===== src/rtl/ecu_pkg.sv =====
package ecu_pkg;

  typedef enum logic {
    SRC_TIMER   = 1'b0,
    SRC_COUNTER = 1'b1
  } cnt_src_e;

  localparam int DW       = 32;
  localparam int FLAG_OFS = 4;
  localparam int CAP_BASE = 4;
  localparam int A_CTL    = 0;
  localparam int A_MODE   = 1;
  localparam int A_FLAG   = 2;

  // True when an enabled polarity matches the detected transition.
  function automatic logic edge_hit(input logic rise_en, input logic fall_en,
                                    input logic rose, input logic fell);
    return (rise_en & rose) | (fall_en & fell);
  endfunction

endpackage


===== src/rtl/ecu_sync_edge.sv =====
module ecu_sync_edge #(
  parameter int NCH = 4
) (
  input  logic           clk,
  input  logic           rst_n,
  input  logic [NCH-1:0] pin_i,
  output logic [NCH-1:0] rose_o,
  output logic [NCH-1:0] fell_o
);

  for (genvar c = 0; c < NCH; c++) begin : g_ch
    logic meta_q, sync_q, prev_q;

    always_ff @(posedge clk or negedge rst_n) begin
      if (!rst_n) begin
        meta_q <= 1'b0;
        sync_q <= 1'b0;
        prev_q <= 1'b0;
      end else begin
        meta_q <= pin_i[c];
        sync_q <= meta_q;
        prev_q <= sync_q;
      end
    end

    assign rose_o[c] = sync_q & ~prev_q;
    assign fell_o[c] = ~sync_q & prev_q;
  end

endmodule


===== src/rtl/ecu_chan.sv =====
module ecu_chan #(
  parameter int CW = 32
) (
  input  logic          clk,
  input  logic          rst_n,
  input  logic          hit_i,
  input  logic          irq_en_i,
  input  logic          wr_i,
  input  logic [CW-1:0] wval_i,
  input  logic          clr_i,
  input  logic [CW-1:0] count_i,
  output logic [CW-1:0] cap_o,
  output logic          flag_o
);

  // Capture has priority over a software write in the same cycle.
  always_ff @(posedge clk or negedge rst_n) begin
    if (!rst_n)     cap_o <= '0;
    else if (hit_i) cap_o <= count_i;
    else if (wr_i)  cap_o <= wval_i;
  end

  always_ff @(posedge clk or negedge rst_n) begin
    if (!rst_n)                 flag_o <= 1'b0;
    else if (hit_i && irq_en_i) flag_o <= 1'b1;
    else if (clr_i)             flag_o <= 1'b0;
  end

endmodule


===== src/rtl/edge_capture_unit.sv =====
module edge_capture_unit
  import ecu_pkg::*;
#(
  parameter int NCH = 4,
  parameter int CW  = 32,
  localparam int AW    = $clog2(CAP_BASE + NCH),
  localparam int CSELW = (NCH > 1) ? $clog2(NCH) : 1
) (
  input  logic           clk,
  input  logic           rst_n,
  input  logic           wr_en_i,
  input  logic [AW-1:0]  addr_i,
  input  logic [31:0]    wdata_i,
  output logic [31:0]    rdata_o,
  input  logic [NCH-1:0] cap_pin_i,
  input  logic [CW-1:0]  count_i,
  output logic           cnt_tick_o,
  output logic           irq_o
);

  localparam int CTLW = 3 * NCH;

  logic [CTLW-1:0]   ctl_q;
  cnt_src_e          mode_q;
  logic [CSELW-1:0]  sel_q;
  logic [NCH-1:0]    rose, fell;
  logic [NCH-1:0]    cap_hit;
  logic [NCH-1:0]    flag_q;
  logic [NCH-1:0]    flag_clr;
  logic [NCH-1:0]    cap_wr;
  logic [NCH*CW-1:0] cap_flat;
  logic              sel_hit;

  logic wr_ctl, wr_mode, wr_flag;
  assign wr_ctl  = wr_en_i && (addr_i == AW'(A_CTL));
  assign wr_mode = wr_en_i && (addr_i == AW'(A_MODE));
  assign wr_flag = wr_en_i && (addr_i == AW'(A_FLAG));

  always_ff @(posedge clk or negedge rst_n) begin
    if (!rst_n) begin
      ctl_q  <= '0;
      mode_q <= SRC_TIMER;
      sel_q  <= '0;
    end else begin
      if (wr_ctl) ctl_q <= wdata_i[CTLW-1:0];
      if (wr_mode) begin
        mode_q <= cnt_src_e'(wdata_i[0]);
        sel_q  <= wdata_i[CSELW:1];
      end
    end
  end

  ecu_sync_edge #(.NCH(NCH)) u_sync (
    .clk    (clk),
    .rst_n  (rst_n),
    .pin_i  (cap_pin_i),
    .rose_o (rose),
    .fell_o (fell)
  );

  assign flag_clr = wr_flag ? wdata_i[FLAG_OFS +: NCH] : '0;

  for (genvar c = 0; c < NCH; c++) begin : g_chan
    assign cap_hit[c] = edge_hit(ctl_q[3*c], ctl_q[3*c+1], rose[c], fell[c]);
    assign cap_wr[c]  = wr_en_i && (addr_i == AW'(CAP_BASE + c));

    ecu_chan #(.CW(CW)) u_chan (
      .clk      (clk),
      .rst_n    (rst_n),
      .hit_i    (cap_hit[c]),
      .irq_en_i (ctl_q[3*c+2]),
      .wr_i     (cap_wr[c]),
      .wval_i   (wdata_i[CW-1:0]),
      .clr_i    (flag_clr[c]),
      .count_i  (count_i),
      .cap_o    (cap_flat[c*CW +: CW]),
      .flag_o   (flag_q[c])
    );
  end

  always_comb begin
    sel_hit = 1'b0;
    for (int c = 0; c < NCH; c++)
      if (sel_q == CSELW'(c)) sel_hit = cap_hit[c];
  end

  assign cnt_tick_o = (mode_q == SRC_COUNTER) ? sel_hit : 1'b1;
  assign irq_o      = |flag_q;

  always_comb begin
    rdata_o = '0;
    if (addr_i == AW'(A_CTL)) begin
      rdata_o[CTLW-1:0] = ctl_q;
    end else if (addr_i == AW'(A_MODE)) begin
      rdata_o[0]       = mode_q;
      rdata_o[CSELW:1] = sel_q;
    end else if (addr_i == AW'(A_FLAG)) begin
      rdata_o[FLAG_OFS +: NCH] = flag_q;
    end else begin
      for (int c = 0; c < NCH; c++)
        if (addr_i == AW'(CAP_BASE + c)) rdata_o[CW-1:0] = cap_flat[c*CW +: CW];
    end
  end

endmodule


===== config.mk =====
export PLATFORM = sky130hd
export DESIGN_NAME = edge_capture_unit
export DESIGN_NICKNAME = d
export VERILOG_FILES = /design/src/rtl/ecu_pkg.sv /design/src/rtl/ecu_sync_edge.sv /design/src/rtl/ecu_chan.sv /design/src/rtl/edge_capture_unit.sv
export SDC_FILE = /design/constraint.sdc
export NUM_CORES = 1
export LEC_CHECK = 0
export CORE_UTILIZATION = 55
export CTS_CLUSTER_SIZE = 8
export DETAILED_ROUTE_END_ITERATION = 12
export DONT_BUFFER_PORTS = 1
export HOLD_SLACK_MARGIN = 0.1
export MAX_ROUTING_LAYER = met4
export PLACE_DENSITY = 0.74
export SLEW_MARGIN = 20
export SYNTH_ARGS = -nofsm -noshare
export SYNTH_HDL_FRONTEND = slang
export SYNTH_HIERARCHICAL = 1
export SYNTH_SLANG_ARGS = --single-unit

===== constraint.sdc =====
create_clock -name clk -period 4.08 [get_ports clk]
set_clock_uncertainty 0.15 [all_clocks]
set_input_delay 1.02 -clock clk [delete_from_list [all_inputs] [get_ports clk]]
set_output_delay 1.02 -clock clk [all_outputs]
set_load 0.01 [all_outputs]

After elaboration in Yosys (flattened, before gate mapping)
Index checks and enable logic that the tools add are counted.
W data, S select, Z words.

storage, ports and cells
  register bits = 159
  input port bits = 74
  output and inout bits = 34
  word-level logic and storage cells = 115

cells by class
  eq/ne operators = 9
  muxes and demuxes = 33
  bitwise operators = 28
  reduce and logical (&&, ||, !) cells = 22

operators by type and width
  cell                  count
  $mux W32              12
  $mux W29              1
  $mux W24              1
  $mux W20              1
  $and A1 B1 Y1         16
  $reduce_bool A2 Y1    8
  $mux W1               13
  $eq A3 B3 Y1 const B  4
  $mux W12              1
  $mux W4               3
  $logic_and A1 B1 Y1   11
  $not A1 Y1            8
  $eq A2 B2 Y1 const B  2
  $or A1 B1 Y1          4
  $reduce_or A4 Y1      1
  $eq A3 B1 Y1 const B  1
  $eq A3 B2 Y1 const B  1
  $logic_not A3 Y1      1
  $mux W3               1
  $eq A2 B1 Y1 const B  1
  $logic_not A2 Y1      1

Depth between registers and ports, before layout
  depth in word-level cells = 9
  depth in mapped cells = 8
  gate-level depth less buffers = 5

Cells and area by module
Netlist, hierarchy kept.

modules (own cells, without submodules)
  module             times used  cells an instance  area each (sq um)  sequential area each (sq um)
  ecu_chan           4           143                1544.0             825.8
  edge_capture_unit  1           176                1883.1             375.4
  ecu_sync_edge      1           20                 350.3              300.3

Least setup slack after synthesis
OpenSTA, ideal clock, no wires.

  path type = input -> output
  start = input addr_i[0]
  end = output rdata_o[10]
  arrival time = 1.882 ns
  data required time = 2.910 ns
  path slack = 1.028 ns
  cell stages on the path = 3
  buffers on the path = 1
  cells stage by stage = buf_6 -> mux4_2 -> a22o_1

between the ends
  cells in the longest elaborated chain, start to end = 8
  elaborated cells on any way between the ends = 14
  those cells by class = eq/ne (6); mux (7); reduce/logical (1)

ends and longest elaborated chain
  item                    RTL line                  source
  start, declared         edge_capture_unit.sv:12   input logic [AW-1:0] addr_i,
  $eq A3 B3 Y1            edge_capture_unit.sv:101  if (addr_i == AW'(CAP_BASE + c)) rdata_o[CW-1:0] = cap_flat[c*CW +: CW];
  $mux W32 (4 in series)  edge_capture_unit.sv:101
  $mux W24                edge_capture_unit.sv:97   end else if (addr_i == AW'(A_FLAG)) begin
  $mux W29                edge_capture_unit.sv:94   end else if (addr_i == AW'(A_MODE)) begin
  $mux W12 *              edge_capture_unit.sv:92   if (addr_i == AW'(A_CTL)) begin
  end, declared           edge_capture_unit.sv:14   output logic [31:0] rdata_o,

Every way passes the cells marked *; elsewhere a longest branch is shown, timed or not.

Worst setup path in the final report
  start = input addr_i[2]
  end = output rdata_o[1]

between the ends
  cells in the longest elaborated chain, start to end = 8
  elaborated cells on any way between the ends = 14
  those cells by class = eq/ne (6); mux (7); reduce/logical (1)

ends and longest elaborated chain
  item                    RTL line
  $eq A3 B3 Y1            edge_capture_unit.sv:101
  $mux W32 (4 in series)  edge_capture_unit.sv:101
  $mux W4                 edge_capture_unit.sv:97
  $mux W3                 edge_capture_unit.sv:94
  $mux W12 *              edge_capture_unit.sv:92

Marked as above.

==> impl_metrics.toml <==
[routing]
drcViolationCount = 6
drtAntennaViolNets = 0
route.vias.total = 5858
wl_um = 20260
drt_iter0_drc = 467
dr.pass1.iters = 9
wl_per_cell_um = 21.66
vias_per_cell = 6.265

[logic_synthesis]
avgSynthCellArea_sq_um = 10.95
synth.top_cells.by_area = "dfrtp_1, mux2i_1, o21ai_1"
yosys.area_share.simple_pct = 10.16
ys_ff_latch = 159
synth_top_area_share_pct = 47.31
synth_fp_nets = 842
synth_top_cell_by_area = "dfrtp_1"
synth_area_sq_mm = 0.008409
syn_inst = 768
yosysSeqAreaShare_pct = 47.31
yosys_warnings = 6
synthXorXnorAreaFrac_pct = 0
synthAdderAreaFrac_pct = 0
synth_top_family_by_area = "multiplexers"
synth_compound_area_share_pct = 10.88
muxShareOfSynthArea_pct = 25.25
synth_cell_types = 32

[floorplanning]
die_height_um = 125.7
core_area_sq_mm = 0.01470
ioPinCount = 108
initial_utilization_pct = 57.21
rows = 44
die_w_um = 125.7
dieArea_sq_mm = 0.01579

[power_and_ir_drop]
p_leak_nw = 3.437
p_total_w = 0.004974
peakVddDrop_mv = 0.3373
p_per_area_mw_per_mm2 = 562.0

[cells_and_area]
syn2layout_area_growth_pct = 5.237
fill_cells = 1203
antenna_cells = 0
nets = 814
drive_gt1_share_pct = 11.72

[run_status]
violations = "design-rule violations"
status = "finished with violations"

[clock_network]
cts_sinks = 159
h-tree-depth = 4
cts_buffers = 17
clock_latency_ps = 430
cts_hold_buffers = 0
root_buffer = "clkbuf_16"
postCtsSetupBuffers = 0
clk_path_buf_depth = 2
path_clk_slew_ps = 60
ctsResizeCount = 0
cts_tree = "built"

[setup_path]
slowest_stage = "inv_1"
critPathMaxStageDelay_ps = 340
crit_path_start_kind = "primary input"
crit_required_ps = 2910
cpLargestDelayFamily = "compound AO/OA/AOI/OAI gates"
crit_chain = "inv_1 -> nand2_1 -> a21oi_1 -> o22a_1"
crit_type = "in2out"
cp.arrival_ps = 1860
crit_path_end_kind = "output port"
crit_path_max_fanout = 33
crit_buf_inv = 1

[global_route]
grt-ovfl-total = 0
grt_start_max_net_pins = 160
grt_use_total_pct = 28.10
antenna_found_initial = 0
grt_pass1_vias = 6090
grt_pass1_wl_um = 32820

[placement]
portBuffers = 0
place.gp.congestion = 0.8423
dp_hpwl_um = 12440

[sta]
setup_viol = 0
period_minus_slack_ps = 3034
min_period_over_period_pct = 74.35
tightest_slew_ps = 832.5
slew_viol_final = 0
hold_viol_final = 0
tns_ps = 0
rsz0062_at_grt = "no"
fmax_mhz = 329.7
slew_headroom_pct = 44.37

[hold_path]
hold_path.class = "in2async"

[job]
maxCapViolCount = 0
stage by stage:
step / instances / utilization [%] / instance area [sq um] / hold WS [ps] / worst slack (ps)
after floorplan: 768 / - / 8409 / 181.2 / 1028
after global placement: 905 / 56.33 / 8280 / 183.3 / 1092
after detailed placement: 905 / 56.33 / 8280 / 191.3 / 1062
after CTS: 935 / 60.21 / 8850 / 124.8 / 1060
after global routing: 935 / 60.21 / 8850 / 122.7 / 961.9
final: 935 / 60.21 / 8850 / 138.5 / 1047
cell type report:
type	instances	area (sq um)	area share, %
Multi-Input combinational cell	545	3925	44.35
Clock inverter	8	115.1	1.301
Timing Repair Buffer	12	127.6	1.442
Tap cell	184	230.2	2.601
Clock buffer	22	454.2	5.132
Sequential cell	159	3979	44.96
Inverter	5	18.77	0.2121
layout by cell type (no fill, tap or decap), drive strengths merged:
cell	instances
or4	1
a22o	9
o22ai	1
nand2	139
o31ai	1
and2b	1
clkinv	5
inv	5
buf	12
nor2	10
nand2b	3
nor3b	1
a211oi	3
o21ai	136
and2	24
mux2	15
a21oi	14
o21bai	3
or3	1
mux4	25
bufinv	3
nor3	8
mux2i	139
nor2b	8
o22a	3
dfrtp	159
clkbuf	22
logic make-up after synthesis:
logic type             after synthesis
multiplexers                       179
AO/OA/AOI/OAI                      170
buffers and inverters               64
flip-flops                         159
AND/OR/NAND/NOR                    196
sequential cells by signal (all words and copies together) (netlist names):
register              count
g_chan.u_chan/cap_o     128
mode_q                    1
u_sync/g_ch.prev_q        4
g_chan.u_chan/flag_o      4
ctl_q                    12
u_sync/g_ch.meta_q        4
sel_q                     2
u_sync/g_ch.sync_q        4
cells in the mapped netlist:
cell type,number
or4_1,1
o21ai_1,124
mux2i_1,139
nand2_1,139
and2_1,24
dfrtp_1,159
a22o_1,9
clkbuf_1,7
buf_4,4
or3_1,1
o22a_1,3
nor3b_1,1
o22ai_1,1
o31ai_1,1
mux2_2,15
o21bai_1,3
buf_6,7
nor3_2,1
nor2_1,9
nor2_2,1
nor3_1,7
buf_12,12
a21oi_1,14
inv_1,5
buf_2,28
buf_1,1
and2b_1,1
nor2b_1,8
mux4_2,25
nand2b_1,3
a211oi_1,3
o21ai_0,12
path summary, 6_finish.rpt:
kind                       depth (start not counted)                    endpoint  slack (ps)             startpoint
max reg2reg                                        4  g_chan[1].u_chan/cap_o[27]        2240  u_sync/g_ch[1].sync_q
min in group clk                                   0       u_sync/g_ch[3].sync_q         200  u_sync/g_ch[3].meta_q
min                                                0  g_chan[3].u_chan/cap_o[15]         140                  rst_n
max in group asynchronous                          0  g_chan[0].u_chan/cap_o[17]        3420                  rst_n
max                                                4                  rdata_o[1]        1050              addr_i[2]
min reg2reg                                        0       u_sync/g_ch[3].sync_q         200  u_sync/g_ch[3].meta_q
report_power, final:
| group | total [W] | internal, W | switching [W] |
|---|---|---|---|
| clock | 0.00157 | 0.000965 | 0.000608 |
| combinational | 0.00107 | 0.000533 | 0.000537 |
| sequential | 0.00233 | 0.00205 | 0.000280 |
per-layer routing:
metal	part of all wire, %	up-vias	GRT usage (%)	routed length, um
li1	-	2649	-	-
met1	41	2954	35.17	8325
met2	50	225	45.16	10070
met3	7.4	30	6.754	1500
met4	1.8	0	9.110	357
met5	0	-	-	0
Note: power is estimated with default switching activity, not from simulation.
